`src/rtl/fetch_decode_seq.sv`:
```
module fetch_decode_seq #(
  parameter int WORD_W = 16,
  parameter int ADDR_W = 12,
  parameter int OP_W   = 3,
  parameter int SC_W   = 4
) (
  input  logic                      clk,
  input  logic                      rst_n,
  input  logic                      sc_clr,
  output logic [ADDR_W-1:0]         mem_addr,
  input  logic [WORD_W-1:0]         mem_rdata,
  output logic [3:0]                t_out,
  output logic [(1<<OP_W)-1:0]      dec,
  output logic                      ind,
  output logic                      cls_mref,
  output logic                      cls_rref,
  output logic                      cls_io,
  output logic [ADDR_W-1:0]         pc,
  output logic [ADDR_W-1:0]         ar,
  output logic [WORD_W-1:0]         ir
);
  localparam int NUM_OPS = 1 << OP_W;
  localparam int OP_LO   = ADDR_W;
  localparam int OP_HI   = ADDR_W + OP_W - 1;
  localparam int IND_BIT = WORD_W - 1;
  localparam logic [SC_W-1:0] SC_MAX = '1;

  logic [SC_W-1:0] sc;
  logic [OP_W-1:0] opcode;
  logic            reg_io_op;

  always_ff @(posedge clk) begin
    if (!rst_n || sc_clr) sc <= '0;
    else if (sc != SC_MAX) sc <= sc + 1'b1;
  end

  genvar gi;
  generate
    for (gi = 0; gi < 4; gi++) begin : g_t
      assign t_out[gi] = (sc == SC_W'(gi));
    end
    for (gi = 0; gi < NUM_OPS; gi++) begin : g_dec
      assign dec[gi] = (opcode == OP_W'(gi));
    end
  endgenerate

  assign opcode    = ir[OP_HI:OP_LO];
  assign ind       = ir[IND_BIT];
  assign reg_io_op = dec[NUM_OPS-1];

  assign cls_mref = t_out[3] & ~reg_io_op;
  assign cls_rref = t_out[3] &  reg_io_op & ~ind;
  assign cls_io   = t_out[3] &  reg_io_op &  ind;

  assign mem_addr = t_out[0] ? pc :
                    t_out[2] ? ir[ADDR_W-1:0] : ar;

  always_ff @(posedge clk) begin
    if (!rst_n) begin
      pc <= '0;
      ar <= '0;
      ir <= '0;
    end else begin
      if (t_out[0]) ar <= pc;
      if (t_out[1]) begin
        ir <= mem_rdata;
        pc <= pc + 1'b1;
      end
      if (t_out[2]) ar <= ir[ADDR_W-1:0];
      if (cls_mref && ind) ar <= mem_rdata[ADDR_W-1:0];
    end
  end

  assert_t_onehot_R2: assert property (@(posedge clk) disable iff (!rst_n)
    $onehot0(t_out));
  assert_clear_to_t0_R3: assert property (@(posedge clk) disable iff (!rst_n)
    sc_clr |=> t_out[0]);
  assert_ar_from_pc_R4: assert property (@(posedge clk) disable iff (!rst_n)
    t_out[0] |=> ar == $past(pc));
  assert_pc_step_R5: assert property (@(posedge clk) disable iff (!rst_n)
    t_out[1] |=> pc == $past(pc) + ADDR_W'(1));
  assert_ar_from_ir_R6: assert property (@(posedge clk) disable iff (!rst_n)
    t_out[2] |=> ar == $past(ir[ADDR_W-1:0]));
  assert_one_class_R8: assert property (@(posedge clk) disable iff (!rst_n)
    $countones({cls_mref, cls_rref, cls_io}) == (t_out[3] ? 1 : 0));
  assert_indirect_load_R9: assert property (@(posedge clk) disable iff (!rst_n)
    (cls_mref && ind) |=> ar == $past(mem_rdata[ADDR_W-1:0]));
  assert_ar_held_R10: assert property (@(posedge clk) disable iff (!rst_n)
    (t_out[3] && !(cls_mref && ind)) |=> $stable(ar));
endmodule

```
`config.mk`:
```
export PLATFORM = sky130hd
export DESIGN_NAME = fetch_decode_seq
export DESIGN_NICKNAME = d
export VERILOG_FILES = /design/src/rtl/fetch_decode_seq.sv
export SDC_FILE = /design/constraint.sdc
export NUM_CORES = 1
export LEC_CHECK = 0
export BUFFER_PORTS_ARGS = -buffer_cell sky130_fd_sc_hd__buf_4
export CORE_ASPECT_RATIO = 1.1
export CORE_MARGIN = 1.5
export CORE_UTILIZATION = 45
export CTS_CLUSTER_DIAMETER = 50
export DETAILED_ROUTE_END_ITERATION = 12
export PLACE_DENSITY = 0.73
export RECOVER_POWER = 100
export SYNTH_ARGS = -nofsm -noshare
export SYNTH_HDL_FRONTEND = slang
export SYNTH_SLANG_ARGS = --single-unit
```
`constraint.sdc`:
```
create_clock -name clk -period 4.66 [get_ports clk]
set_input_delay 0.699 -clock clk [delete_from_list [all_inputs] [get_ports clk]]
set_output_delay 0.699 -clock clk [all_outputs]
set_load 0.01 [all_outputs]
```
# --- Word level (Yosys, flattened, before mapping) ---
# Index checks and enable logic that the tools add are counted.
word_totals:
  ff_bits: 44
  out_inout_bits: 68
  word_cells: 34
classes:
  n_addsub: 2
  eq_ne: 11
  mux: 5
  n_bitwise: 6
  n_reduce_logical: 6
op_table:
  columns: ["op", "count"]
  rows:
  - ["$mux W12", 5]
  - ["$add A12 B1 Y12 const B", 1]
  - ["$eq A3 B3 Y1 const B", 4]
  - ["$eq A4 B2 Y1 const B", 2]
  - ["$eq A3 B2 Y1 const B", 2]
  - ["$add A4 B1 Y4 const B", 1]
  - ["$and A1 B1 Y1", 4]
  - ["$eq A4 B1 Y1 const B", 1]
  - ["$logic_not A4 Y1", 1]
  - ["$ne A4 B4 Y1 const B", 1]
  - ["$eq A3 B1 Y1 const B", 1]
  - ["$logic_not A3 Y1", 1]
  - ["$reduce_bool A3 Y1", 1]
  - ["$not A1 Y1", 2]
  - ["$logic_and A1 B1 Y1", 1]
  - ["$logic_not A1 Y1", 1]
  - ["$logic_or A1 B1 Y1", 1]

# --- Logic depth before layout (Yosys ltp) ---
# Gate-level depths: netlist (run 1).
depth:
  depth_word: 5
  depth_mapped: 8

# --- Worst setup path after synthesis (run 1) ---
# No wires, ideal clock.
synth_timing:
  path_kind: "reg2out"
  start: "register sc[0]"
  end: "output mem_addr[4]"
  t_arrival_ns: 1.691
  path_slack_ns: 2.270
  stages_incl_launch_ff: 8
  path_cell_list: "dfxtp_1 > inv_1 > ha_1 > clkbuf_1 > nor2b_1 > clkbuf_1 > a22oi_1 > o21ai_0"
synth_between:
  elab_chain_cells: 3
  elab_cells_between_ends: 4
  cone_classes: "eq/ne (1); mux (2); reduce/logical (1)"
synth_lines:
  columns: ["element", "line_no", "source"]
  rows:
  - ["start: declaration", "28", "logic [SC_W-1:0] sc;"]
  - ["start signal: assignment", "34", "else if (sc != SC_MAX) sc <= sc + 1'b1;"]
  - ["$eq A4 B2 Y1", "40", "assign t_out[gi] = (sc == SC_W'(gi));"]
  - ["$mux W12", "56", "t_out[2] ? ir[ADDR_W-1:0] : ar;"]
  - ["$mux W12 (*)", "55", "assign mem_addr = t_out[0] ? pc :"]
  - ["end: declaration", "10", "output logic [ADDR_W-1:0] mem_addr,"]
# Every way passes the cells marked *; elsewhere a longest branch is shown, timed or not.

# --- Worst setup path after layout (run 1) ---
layout_timing:
  start: "register sc[1]"
  end: "output t_out[1]"
layout_between:
  elab_chain_cells: 1
layout_lines:
  columns: ["element", "line_no", "source"]
  rows:
  - ["$eq A4 B1 Y1", "40", null]
  - ["end: declaration", "12", "output logic [3:0] t_out,"]
# Every way passes these cells.

==> qor.txt, run 1 <==
post-route minimum period = 3.67 ns
Max Fanout on Critical Path = 35
Peak Freq = 273 MHz
Most used DFF post-synth = dfxtp_1
delay-heaviest family, CP = buffers and inverters
most frequent cells in the layout = clkbuf_1 (72), nand2_1 (55), dfxtp_1 (44), a21oi_1 (24), buf_4 (20)
placed cells = 450
Tightest Hold Check Type = register to register
failing checks = capacitance limit, slew limit
Nets = 406
Crit path top cell by count = clkbuf_1
# port buffers = 86
Core Area = 5360 µm²
Starting Density = 0.464
Worst Path Arrival = 2.97 ns
Clock Pin Slew Worst Setup and Hold Paths = 0.08 ns
CTS max path bufs = 2
pwr/cell area = 252 nW/µm²
drt first-iter violations = 146
sequential area share after synthesis = 0.354
Setup violations, final = 0
Setup Fix Bufs, Post-CTS = 0
outcome = complete, but fails checks
die area = 5990 µm²
Post-route DRC = 0
Total Routed Length = 7310 µm
critical path startpoint category = register
Slew Viols, Final = 33
CTS tree = yes
peak supply drop = 0.147 mV
Routed Antenna Nets = 0
slew margin rel. = -0.0652
Worst setup EP type = primary output
ratio of cells with drive above 1 in the final layout = 0.0731
RSZ-0062 raised after global routing = no
CP max stage delay = 1.06 ns
chip width = 73.9 µm
# rows = 28
post-synthesis async set-or-reset flop share = 0
Seq cells post-synth = 44
setup_tns = 0 ns
GRT Total Usage = 0.243
vias in the first global route = 2247
warnings from Yosys = 0
Clock Latency Late Sink = 0.30 ns
drt wl/cell = 16.0 µm
CP required = 3.96 ns
largest net degree at the start of global routing = 36
P_leak = 0.935 nW
Final Cycle Share = 0.787
global-route wire length before repair = 11300 µm
max_cap viols = 1
Slowest-stage cell, CP = clkbuf_1
CTS root buf = clkbuf_8
cell chain of the critical path = inv_1 -> ha_1 -> or3b_1 -> clkbuf_1 -> inv_2 -> clkbuf_1
post-cts sizing count = 0
Gate Count Post-Synth = 318
Overflow after GRT = 0
Synth Cell Area = 2490 µm²
R2R Setup Slk = 1.71 ns
Yosys cell types = 41
# hold bufs at CTS = 0
Ports = 87
die span in y = 81.0 µm
post-route insts no fill = 458
Worst-Margin Slew = 1.60 ns
Synth-to-Final Area Change = 17.9%
CP bufs+invs = 4
Final Hold Viols = 0
Worst Path Class, Setup = register to primary output
worst clock skew = 0.00549 ns
# clock sinks = 44
number of synthesized flops with an enable pin = 0
Final HPWL DP = 4870 µm
CTS Buf Count = 5
most common cell after layout, fill and taps aside = clkbuf_1
first-pass iteration count of the detailed router = 5
routability congestion estimate = 0.775
syn nets = 342
Syn Area/Cell = 7.83 µm²
CTS HTree Levels = 2
initial antenna violation count = 0
Via density = 5.80
ant diodes = 0
Vias = 2657
kinds of logic after synthesis:
| logic type | after synthesis | synth area share |
|---|---|---|
| AOI/OAI and AO/OA | 105 | 0.284 |
| xor gates and xnor gates | 2 | 0.00704 |
| adders and majority gates | 5 | 0.0251 |
| buffers and inverters | 41 | 0.0729 |
| DFF | 44 | 0.354 |
| muxes | 4 | 0.0161 |
| and+or+nand+nor | 117 | 0.241 |
sequential cells by signal, summed over array words and instances (netlist names):
signal / flops
ir: 16
ar: 12
pc: 12
sc: 4
area by class of cell:
type | count | area [µm²]
fillers | 587 | 2430
multi-input cells | 233 | 1430
flip-flops and latches | 44 | 881
repair buffers | 90 | 413
well taps | 75 | 93.8
clock buffers | 8 | 90.1
inverters | 8 | 30.0
metrics by stage:
stage / utilization / hold WS, ns / power (mW) / setup slack (ns) / area, µm²
after global routing: 0.547 / 0.524 / 0.766 / 0.728 / 2930
after global placement: 0.580 / 0.486 / 0.507 / 1.58 / 3110
after CTS: 0.596 / 0.502 / 0.754 / 1.19 / 3200
after detailed placement: 0.580 / 0.488 / 0.510 / 1.52 / 3110
final: 0.547 / 0.495 / 0.740 / 0.994 / 2930
after floorplan: - / 0.504 / 0.460 / 2.27 / 2490
cells in the mapped netlist (3+ instances only):
library cell / count / area, µm²
a2111oi_0: 8 / 70.1
a21o_1: 12 / 90.1
a21oi_1: 24 / 120
a22oi_1: 12 / 90.1
a31oi_1: 13 / 81.3
buf_1: 3 / 11.3
buf_2: 4 / 20.0
clkbuf_1: 22 / 82.6
dfxtp_1: 44 / 881
ha_1: 5 / 62.6
inv_1: 7 / 26.3
mux2i_1: 4 / 40.0
nand2_1: 55 / 206
nand2b_1: 4 / 25.0
nand3_1: 6 / 30.0
nand3b_1: 12 / 90.1
nor2_1: 9 / 33.8
nor3_1: 3 / 15.0
nor3b_1: 5 / 37.5
nor4_1: 3 / 18.8
o211ai_1: 8 / 60.1
o21ai_0: 11 / 55.1
o2bb2ai_1: 8 / 70.1
o31ai_1: 4 / 30.0
o41ai_1: 4 / 35.0
or3_1: 4 / 25.0
or4_1: 4 / 30.0
power by group:
part           total, mW  switching, mW  internal [mW]
sequential         0.399         0.0135          0.385
clock              0.251          0.130          0.121
combinational     0.0906         0.0577         0.0329
routing by layer:
metal | part of all wire | track usage | routed length (µm)
met5 | 0 | 0 | 0
met4 | 0.0082 | 0.0574 | 60
met3 | 0.069 | 0.0496 | 506
met2 | 0.48 | 0.407 | 3510
met1 | 0.44 | 0.317 | 3240
worst register-to-register path, cell delays in order (launching register included):
cell and delay [ns]:
dfxtp_1 0.47, or2_0 1.22, clkbuf_1 0.45, or3_1 0.52, a31oi_1 0.16
path summary, 6_finish.rpt:
kind,startpoint,end,cells past startpoint
setup / recovery,sc[1],t_out[1],6
hold / removal,ir[2],ir[2],2
setup reg to reg,sc[2],ar[8],4
hold reg to reg,ir[2],ir[2],2
Power figures use the tool's default switching activity.
==> run 2, diff against run 1 <==
==> constraint.sdc (replaced) <==
create_clock -name clk -period 3.85 [get_ports clk]
set_input_delay 0.5775 -clock clk [delete_from_list [all_inputs] [get_ports clk]]
set_output_delay 0.5775 -clock clk [all_outputs]
set_load 0.01 [all_outputs]
==> run 2 against run 1 <==
  * The flow now finishes without violations
  * Highest routed layer unchanged
  * Largest power group unchanged
  * First-iteration DRC count down 8.9%
  * Sequential share of layout area down 0.064 points
  * Non-clock buffer count up 2
  * Setup slack worse by 0.53 ns
  * Worst hold slack better by 0.0031 ns
  * Clock skew about the same
  * Final cell count up 0.22%
  * Cell area up 0.21%
  * Critical path depth up 1
==> qor.txt, run 2 (same netlist as run 1, synthesis figures left out) <==
outcome = finished, final reports clean
CP bufs+invs = 3
Clock Latency Late Sink = 0.30 ns
peak supply drop = 0.177 mV
Filler cells = 579
most frequent cells in the layout = clkbuf_1 (70), nand2_1 (55), dfxtp_1 (44), a21oi_1 (24), buf_4 (23)
fin worst setup slack = 0.463 ns
Final Cycle Share = 0.880
largest net degree at the start of global routing = 35
CTS tree = yes
ratio of cells with drive above 1 in the final layout = 0.0781
Final Hold Viols = 0
routability congestion estimate = 0.804
die span in y = 81.0 µm
global-route wire length before repair = 11400 µm
Setup violations, final = 0
cell chain of the critical path = inv_1 -> ha_1 -> nor2b_1 -> clkbuf_1 -> a22oi_1 -> o2bb2ai_1 -> clkbuf_1
Worst Path Arrival = 2.81 ns
Clock Pin Slew Worst Setup and Hold Paths = 0.08 ns
max reg flops = 16
Vias = 2654
Peak Freq = 295 MHz
most common cell after layout, fill and taps aside = clkbuf_1
Worst Path Class, Setup = register to primary output
CTS root buf = clkbuf_8
Starting Density = 0.464
Post-route DRC = 0
reg-to-reg endpoint = ar[10]
worst clock skew = 0.00583 ns
RSZ-0062 raised after global routing = no
Power Total = 0.871 mW
CTS Buf Count = 5
worst r2r src = sc[2]
final core utilization = 0.549
Total Routed Length = 7310 µm
P_leak = 0.948 nW
Worst Hold Path EP = ir[2]
Slowest-stage cell, CP = ha_1
Core Area = 5360 µm²
CP required = 3.27 ns
Worst setup EP type = primary output
CTS max path bufs = 2
Ports = 87
# hold bufs at CTS = 0
slew margin rel. = 0.104
Setup Fix Bufs, Post-CTS = 0
largest registers = ir x16, ar x12, pc x12
Overflow after GRT = 0
Nets = 408
die area = 5990 µm²
critical path startpoint category = register
post-cts sizing count = 0
Min-Delay Path Depth = 2
drt wl/cell = 15.9 µm
setup_tns = 0 ns
Setup Slack @ Placement = 1.08 ns
max_cap viols = 0
Tightest Hold Check Type = register to register
Hold Startpoint = ir[2]
Top reg by flops = ir
Via density = 5.78
first-pass iteration count of the detailed router = 4
Synth-to-Final Area Change = 18.1%
post-route minimum period = 3.39 ns
CTS HTree Levels = 2
Final HPWL DP = 4960 µm
initial antenna violation count = 0
vias in the first global route = 2347
Max Fanout on Critical Path = 28
GRT Total Usage = 0.246
pwr/cell area = 296 nW/µm²
Routed Antenna Nets = 0
# port buffers = 86
# rows = 28
# clock sinks = 44
chip width = 73.9 µm
CP max stage delay = 0.68 ns
Slew Viols, Final = 0
ant diodes = 0
Worst-Margin Slew = 1.34 ns
delay-heaviest family, CP = buffers and inverters
R2R Setup Slk = 1.27 ns
Crit path top cell by count = clkbuf_1
drt first-iter violations = 133
Reg2Reg Depth = 4
-- run 2: cell types whose count changed in the layout (fill, tap and decap cells not counted), sizes merged --
cell    delta
buf        +3
clkbuf     -3
clkinv     +1
-- run 2: where the power goes --
group / internal (mW) / total, mW / switching (mW)
clock network: 0.124 / 0.279 / 0.155
registers: 0.466 / 0.483 / 0.0165
logic: 0.0398 / 0.109 / 0.0691
total: 0.630 / 0.871 / 0.241
-- run 2: cell type report --
type / count / area (µm²) / area share
timing repair buffer: 92 / 432 / 0.147
multi-input combinational: 233 / 1430 / 0.485
clock buffer: 6 / 72.6 / 0.0247
tap: 75 / 93.8 / 0.0319
sequential: 44 / 881 / 0.300
clock inverter: 1 / 5.00 / 0.00170
inverter: 8 / 30.0 / 0.0102
-- run 2: metrics by stage --
step                      cell area [µm²]  instances  hold slack (ns)
final                                2940        459            0.498
after global routing                 2940        459            0.522
after CTS                            3200        459            0.506
after detailed placement             3120        452            0.494
after global placement               3120        452            0.488
after floorplan                      2490        318            0.504
-- run 2: how the worst max path moves through the flow --
stage,cells past startpoint,slack [ns],to,startpoint
2_1_floorplan,7,1.58,mem_addr[4],sc[0]
3_3_place_gp,7,1.20,mem_addr[11],sc[0]
3_5_place_dp,7,1.08,mem_addr[11],sc[0]
4_1_cts,7,0.75,mem_addr[11],sc[0]
5_1_grt,7,0.25,mem_addr[11],sc[0]
6_report,7,0.46,mem_addr[11],sc[0]
-- run 2: routing by layer --
layer  wire (µm)  track usage
met1        3250        0.317
met2        3490        0.404
met3         460       0.0546
met4         112       0.0796
met5           0            0
-- run 2: tightest hold or removal path: cells and delay by family, from the launching register on --
kind               cells  cell delay [ns]
AOI/OAI and AO/OA      1             0.05
DFF                    1             0.34
and+or+nand+nor        1             0.06
